`src/rtl/sic_pkg.sv`:
```
package sic_pkg;

  localparam int IDX_STATUS   = 0;
  localparam int IDX_RAW      = 1;
  localparam int IDX_ENSET    = 2;
  localparam int IDX_ENCLR    = 3;
  localparam int IDX_SOFTSET  = 4;
  localparam int IDX_SOFTCLR  = 5;
  localparam int IDX_PASSSET  = 8;
  localparam int IDX_PASSCLR  = 9;

  typedef enum logic [2:0] {
    RD_ZERO,
    RD_STATUS,
    RD_RAW,
    RD_MASK,
    RD_SOFT,
    RD_PASS
  } rdSel_e;

  typedef struct packed {
    logic   maskSet;
    logic   maskClr;
    logic   softSet;
    logic   softClr;
    logic   passSet;
    logic   passClr;
    logic   rdStrobe;
    rdSel_e rdSel;
  } ctrlStrobes_t;

endpackage

```
`src/rtl/sic_ctrl.sv`:
```
module sic_ctrl
  import sic_pkg::*;
#(
  parameter int ADDR_W = 12,
  parameter int DATA_W = 32
) (
  input  logic              busSel,
  input  logic              busWrite,
  input  logic [ADDR_W-1:0] busAddr,
  input  logic [DATA_W-1:0] busWData,
  output ctrlStrobes_t      strobes
);

  localparam int IDX_W = ADDR_W - 2;

  logic [IDX_W-1:0] wordIdx;
  logic             wrEn;
  logic             rdEn;
  logic             dataNonZero;
  logic             unusedLowBits;

  assign wordIdx       = busAddr[ADDR_W-1:2];
  assign unusedLowBits = ^busAddr[1:0];
  assign wrEn          = busSel && busWrite;
  assign rdEn          = busSel && !busWrite;
  assign dataNonZero   = |busWData;

  always_comb begin
    strobes          = '0;
    strobes.rdSel    = RD_ZERO;
    strobes.rdStrobe = rdEn;
    if (wrEn) begin
      case (wordIdx)
        IDX_W'(IDX_ENSET):   strobes.maskSet = 1'b1;
        IDX_W'(IDX_ENCLR):   strobes.maskClr = 1'b1;
        IDX_W'(IDX_SOFTSET): strobes.softSet = dataNonZero;
        IDX_W'(IDX_SOFTCLR): strobes.softClr = dataNonZero;
        IDX_W'(IDX_PASSSET): strobes.passSet = 1'b1;
        IDX_W'(IDX_PASSCLR): strobes.passClr = 1'b1;
        default: ;
      endcase
    end
    if (rdEn) begin
      case (wordIdx)
        IDX_W'(IDX_STATUS):  strobes.rdSel = RD_STATUS;
        IDX_W'(IDX_RAW):     strobes.rdSel = RD_RAW;
        IDX_W'(IDX_ENSET):   strobes.rdSel = RD_MASK;
        IDX_W'(IDX_SOFTSET): strobes.rdSel = RD_SOFT;
        IDX_W'(IDX_PASSSET): strobes.rdSel = RD_PASS;
        default:             strobes.rdSel = RD_ZERO;
      endcase
    end
  end

endmodule

```
`src/rtl/sic_datapath.sv`:
```
module sic_datapath
  import sic_pkg::*;
#(
  parameter int NUM_LINES = 32,
  parameter int PASS_LO   = 21,
  parameter int PASS_HI   = 30
) (
  input  logic                 clk,
  input  logic                 rstN,
  input  logic [NUM_LINES-1:0] irqIn,
  input  logic [NUM_LINES-1:0] wData,
  input  ctrlStrobes_t         strobes,
  output logic [NUM_LINES-1:0] rData,
  output logic                 anyActive,
  output logic [NUM_LINES-1:0] passOut
);

  function automatic logic [NUM_LINES-1:0] mkWindow();
    logic [NUM_LINES-1:0] w;
    w = '0;
    for (int i = PASS_LO; i <= PASS_HI; i++) w[i] = 1'b1;
    return w;
  endfunction

  localparam logic [NUM_LINES-1:0] PASS_WIN = mkWindow();

  logic [NUM_LINES-1:0] levelQ;
  logic [NUM_LINES-1:0] maskQ,   maskD;
  logic [NUM_LINES-1:0] passEnQ, passEnD;

  always_comb begin
    maskD = maskQ;
    if (strobes.maskSet) maskD = maskD | wData;
    if (strobes.maskClr) maskD = maskD & ~wData;
    if (strobes.softSet) maskD[0] = 1'b1;
    if (strobes.softClr) maskD[0] = 1'b0;
  end

  always_comb begin
    passEnD = passEnQ;
    if (strobes.passSet) passEnD = passEnD | (wData & PASS_WIN);
    if (strobes.passClr) passEnD = passEnD & ~wData;
  end

  always_ff @(posedge clk or negedge rstN) begin
    if (!rstN) begin
      levelQ  <= '0;
      maskQ   <= '0;
      passEnQ <= '0;
    end else begin
      levelQ  <= irqIn;
      maskQ   <= maskD;
      passEnQ <= passEnD;
    end
  end

  // Per-line bypass drivers, present only inside the window
  for (genvar g = 0; g < NUM_LINES; g++) begin : gLine
    if (g >= PASS_LO && g <= PASS_HI) begin : gPass
      logic lineQ;
      always_ff @(posedge clk or negedge rstN) begin
        if (!rstN)           lineQ <= 1'b0;
        else if (passEnD[g]) lineQ <= irqIn[g];
      end
      assign passOut[g] = lineQ;

      AST_PASS_FOLLOW: assert property (@(posedge clk) disable iff (!rstN)
        passEnQ[g] |-> (passOut[g] == levelQ[g]));
    end else begin : gTie
      assign passOut[g] = 1'b0;
    end
  end

  assign anyActive = |(levelQ & maskQ);

  always_ff @(posedge clk or negedge rstN) begin
    if (!rstN) begin
      rData <= '0;
    end else if (strobes.rdStrobe) begin
      case (strobes.rdSel)
        RD_STATUS: rData <= levelQ & maskQ;
        RD_RAW:    rData <= levelQ;
        RD_MASK:   rData <= maskQ;
        RD_SOFT:   rData <= {{(NUM_LINES-1){1'b0}}, levelQ[0]};
        RD_PASS:   rData <= passEnQ;
        default:   rData <= '0;
      endcase
    end
  end

  AST_RAW_TRACK: assert property (@(posedge clk) disable iff (!rstN)
    $past(rstN) |-> (levelQ == $past(irqIn)));

  AST_MASK_SET_OR: assert property (@(posedge clk) disable iff (!rstN)
    (strobes.maskSet && !strobes.maskClr) |=> ((maskQ & $past(wData)) == $past(wData)));

  AST_MASK_CLR: assert property (@(posedge clk) disable iff (!rstN)
    strobes.maskClr |=> ((maskQ & $past(wData)) == '0));

  AST_PASS_WINDOW: assert property (@(posedge clk) disable iff (!rstN)
    (passEnQ & ~PASS_WIN) == '0);

  AST_PASS_CLR: assert property (@(posedge clk) disable iff (!rstN)
    strobes.passClr |=> ((passEnQ & $past(wData)) == '0));

  AST_NO_WRITE_HOLD: assert property (@(posedge clk) disable iff (!rstN)
    !(strobes.maskSet || strobes.maskClr || strobes.softSet || strobes.softClr ||
      strobes.passSet || strobes.passClr) |=> ($stable(maskQ) && $stable(passEnQ)));

endmodule

```
`src/rtl/sic_top.sv`:
```
module sic_top
  import sic_pkg::*;
#(
  parameter int NUM_LINES = 32,
  parameter int ADDR_W    = 12,
  parameter int PASS_LO   = 21,
  parameter int PASS_HI   = 30
) (
  input  logic                 clk,
  input  logic                 rstN,
  input  logic [NUM_LINES-1:0] irqIn,
  input  logic                 busSel,
  input  logic                 busWrite,
  input  logic [ADDR_W-1:0]    busAddr,
  input  logic [NUM_LINES-1:0] busWData,
  output logic [NUM_LINES-1:0] busRData,
  output logic [NUM_LINES-1:0] irqOut
);

  localparam int COMB_LINE = NUM_LINES - 1;

  ctrlStrobes_t         strobes;
  logic                 anyActive;
  logic [NUM_LINES-1:0] passOut;

  sic_ctrl #(
    .ADDR_W (ADDR_W),
    .DATA_W (NUM_LINES)
  ) uCtrl (
    .busSel   (busSel),
    .busWrite (busWrite),
    .busAddr  (busAddr),
    .busWData (busWData),
    .strobes  (strobes)
  );

  sic_datapath #(
    .NUM_LINES (NUM_LINES),
    .PASS_LO   (PASS_LO),
    .PASS_HI   (PASS_HI)
  ) uData (
    .clk       (clk),
    .rstN      (rstN),
    .irqIn     (irqIn),
    .wData     (busWData),
    .strobes   (strobes),
    .rData     (busRData),
    .anyActive (anyActive),
    .passOut   (passOut)
  );

  always_comb begin
    irqOut            = passOut;
    irqOut[COMB_LINE] = anyActive;
  end

  logic unlistedRead;
  assign unlistedRead = busSel && !busWrite &&
    !(busAddr[ADDR_W-1:2] inside {(ADDR_W-2)'(IDX_STATUS), (ADDR_W-2)'(IDX_RAW),
                                  (ADDR_W-2)'(IDX_ENSET),  (ADDR_W-2)'(IDX_SOFTSET),
                                  (ADDR_W-2)'(IDX_PASSSET)});

  AST_UNLISTED_READ_ZERO: assert property (@(posedge clk) disable iff (!rstN)
    unlistedRead |=> (busRData == '0));

  AST_LOW_LINES_QUIET: assert property (@(posedge clk) disable iff (!rstN)
    irqOut[PASS_LO-1:0] == '0);

endmodule

```
`config.mk`:
```
export PLATFORM = sky130hd
export DESIGN_NAME = sic_top
export DESIGN_NICKNAME = d
export VERILOG_FILES = /design/src/rtl/sic_pkg.sv /design/src/rtl/sic_ctrl.sv /design/src/rtl/sic_datapath.sv /design/src/rtl/sic_top.sv
export SDC_FILE = /design/constraint.sdc
export NUM_CORES = 1
export LEC_CHECK = 0
export CAP_MARGIN = 10
export CORE_ASPECT_RATIO = 0.5
export CORE_MARGIN = 3
export CORE_UTILIZATION = 40
export DETAILED_ROUTE_END_ITERATION = 8
export GPL_TIMING_DRIVEN = 1
export PLACE_DENSITY = 0.67
export SETUP_SLACK_MARGIN = 0.15
export SLEW_MARGIN = 30
export SYNTH_ARGS = -nofsm -noshare
export SYNTH_HDL_FRONTEND = slang
export SYNTH_SLANG_ARGS = --single-unit
```
`constraint.sdc`:
```
create_clock -name clk -period 1.5 [get_ports clk]
set_input_delay 0.15 -clock clk [delete_from_list [all_inputs] [get_ports clk]]
set_output_delay 0.15 -clock clk [all_outputs]
set_load 0.03 [all_outputs]
```
==> flow_metrics.tcl <==
set metrics [dict create \
    outcome "complete, but fails checks" \
    failed_checks "negative setup slack" \
    holdPathEnd "uData.levelQ[11]" \
    r2r_slack_ps 30 \
    yosys.area_share.adder_pct 0 \
    fillCellCount 802 \
    first_pass_iters 5 \
    synth_top_family_by_area "compound AO/OA/AOI/OAI gates" \
    root_buffer "clkbuf_16" \
    ys_dominant_reg_cell "dfrtp_1" \
    drive_gt1_share_pct 45.3 \
    numPortBuffers 120 \
    path_depth 4 \
    grt.total_usage_pct 27.5 \
    synth-edff-count 0 \
    fin_nets 830 \
    place_inst 878 \
    ir_drop_uv 707 \
    cts_buffers 17 \
    vias 5521 \
    fin_ws_ps -751 \
    synth-seq-area-share_pct 58.5 \
    clock_latency_ps 420 \
    crit_family "simple AND/OR/NAND/NOR gates" \
    endpoint_kind "output pin" \
    syn-instance-count 506 \
    maxCapViolations 0 \
    pin_count 144 \
    hold_start "irqIn[11]" \
    area_growth_pct 74.1 \
    hold_depth 1 \
    core_area_um2 14000 \
    cts_tree "yes" \
    routed_wl_mm 24.5 \
    regToRegEndpoint "uData.rData[0]" \
    floorplan.initialDensity_pct 42.2 \
    setup_viol 99 \
    startpoint_type "flop" \
    cp_cell_sequence "a22oi_1 -> nand4_1 -> or4_4 -> buf_6" \
    reg2reg_depth 6 \
    routedWlPerCell_um 25.7 \
    power_per_cell_area_nw_per_um2 908 \
    cts.sinks 138 \
    place.gp.congestion 0.829 \
    drv_slew 0 \
    yosysTopAreaCellShare_pct 58.5 \
    p_leak_nw 5.01 \
    syn-cell-area_um2 5900 \
    yosys.area_share.simple_pct 8.97 \
    synth_area_leaders "dfrtp_1 58%, mux2i_1 7.1%, a22oi_1 5.8%" \
    grt-ovfl-total 0 \
    synthDistinctLibCells 32 \
    layout_commonest_cell "dfrtp_1" \
    grt_pass1_wl_mm 33.5 \
    ys_ff_latch 138 \
    drc_errors 0 \
    yosys_warnings 0 \
    min_path_type "in -> reg" \
    slowest_stage "or4_4" \
    synth_compound_area_share_pct 14.3 \
    grt_pass1_vias 5637 \
    crit_type "reg -> out" \
    layout.cells.non_filler 954 \
    rows 30 \
    final.setup_skew_ps 6.85 \
    crit_arrival_ps 2100 \
    die-area_um2 16300 \
    power_w 0.00933 \
    tightest_slew_ps 527 \
    layout_common_cells "138 x dfrtp_1, 91 x buf_4, 68 x clkdlybuf4s50_1, 42 x inv_1, 33 x nand2_1" \
    critPathMaxStageDelay_ps 460 \
    die_w_um 178 \
    vias_per_cell 5.79 \
    grt_setup_unrepaired "yes" \
    avgSynthCellArea_um2 11.7 \
    worstPathRequired_ps 1350 \
    ant_nets 0 \
    fmax_ghz 0.444 \
    async_flop_share_pct 100 \
    grt_max_degree 39 \
    cp_max_fo 2 \
    cts_buffer_depth 2 \
    synth_mux_area_share_pct 9.03 \
    hpwl_mm 12.3 \
    cts_max_level 4 \
    dpl_worst_slack_ps -972 \
    slew_headroom_pct 64.9 \
    die_height_um 91.9 \
    critPathBufInv 1 \
    hold_viol_final 0 \
    synth_top_cell_by_area "dfrtp_1" \
    period_needed_ps 2250 \
    antenna_found_initial 1 \
    r2r_start "uData.maskQ[0]" \
    post-route-period-util_pct 150 \
    clk_pin_slew_worst_paths_ps 60 \
    synth-xor-area-share_pct 0 \
    drtIter0Drc 765 \
]
## through the flow
step / area, µm² / setup TNS [ps] / utilization [%] / hold slack [ps]
finish: 10300 / -21170 / 73.4 / 163
global route: 10300 / -26200 / 73.4 / 161
CTS: 9730 / -11030 / 69.5 / 162
detailed placement: 7900 / -90040 / 56.4 / 78.9
global placement: 7900 / -85600 / 56.4 / 74.8
floorplan: 6010 / -23040 / - / -146
## cells by family (layout without fill, tap and decap cells)
kind of cell,after synthesis,in the layout
buffers and inverters,103,338
multiplexers,52,52
flip-flops,138,138
other,1,22
AND/OR/NAND/NOR,107,107
AO/OA/AOI/OAI,105,105
## layout make-up
type | count | area (µm²) | area share (%)
antenna | 1 | 2.50 | 0.0244
clock buffer | 19 | 453 | 4.41
clock inverter | 11 | 170 | 1.66
inverter | 42 | 158 | 1.53
multi-input combinational | 285 | 3020 | 29.4
sequential | 138 | 3450 | 33.6
tap | 192 | 240 | 2.34
timing repair buffer | 266 | 2780 | 27.0
## metal layers
metal  vias to the layer above  wire, µm  GRT usage, %
met3                       110      2410          6.70
met2                       405     11400          42.9
met5                         -         0             0
li1                       2264         -             -
met4                         0      1250          11.7
met1                      2742      9470          36.7
## where the power goes
group	internal (W)	total (W)	switching, W
registers	0.00379	0.00387	0.0000779
clock network	0.00285	0.00455	0.00169
logic	0.000374	0.000908	0.000534
total	0.00702	0.00933	0.00230
## repair_timing
action                                 CTS  global route
setup endpoints to repair              149           129
resized for setup                      268           132
setup buffers                           24             7
hold buffers                             1             0
endpoints found under the hold margin  138             0
pin swaps                               77            45
cloned                                  12             1
## cells in the mapped netlist (3+ instances only)
master	count
a21oi_1	3
mux2i_1	42
nand4_1	6
dfrtp_1	138
nor3_1	3
buf_4	32
nand2_1	65
clkbuf_1	18
a21boi_0	22
a22oi_1	46
buf_2	7
inv_1	42
mux2_2	10
nand3_1	11
nor4_1	8
buf_6	3
o221ai_1	31
## worst max path at each step
stage	start	endpoint	slack, ps
after global placement	busAddr[7]	uData.rData[30]	-930
after detailed placement	busAddr[7]	uData.rData[17]	-970
final	uData.levelQ[31]	irqOut[31]	-750
after floorplan	busAddr[7]	flop	-380
after global routing	uData.levelQ[31]	irqOut[31]	-720
after CTS	uData.maskQ[0]	irqOut[31]	-540
## worst reg2reg max path, cell delays in order, from the launching register on
cell,delay (ps)
dfrtp_1,410
buf_4,160
nor2_1,150
nor3_1,100
a21oi_1,210
nor3_1,70
a221o_1,270
(Power assumes the default switching activity.)
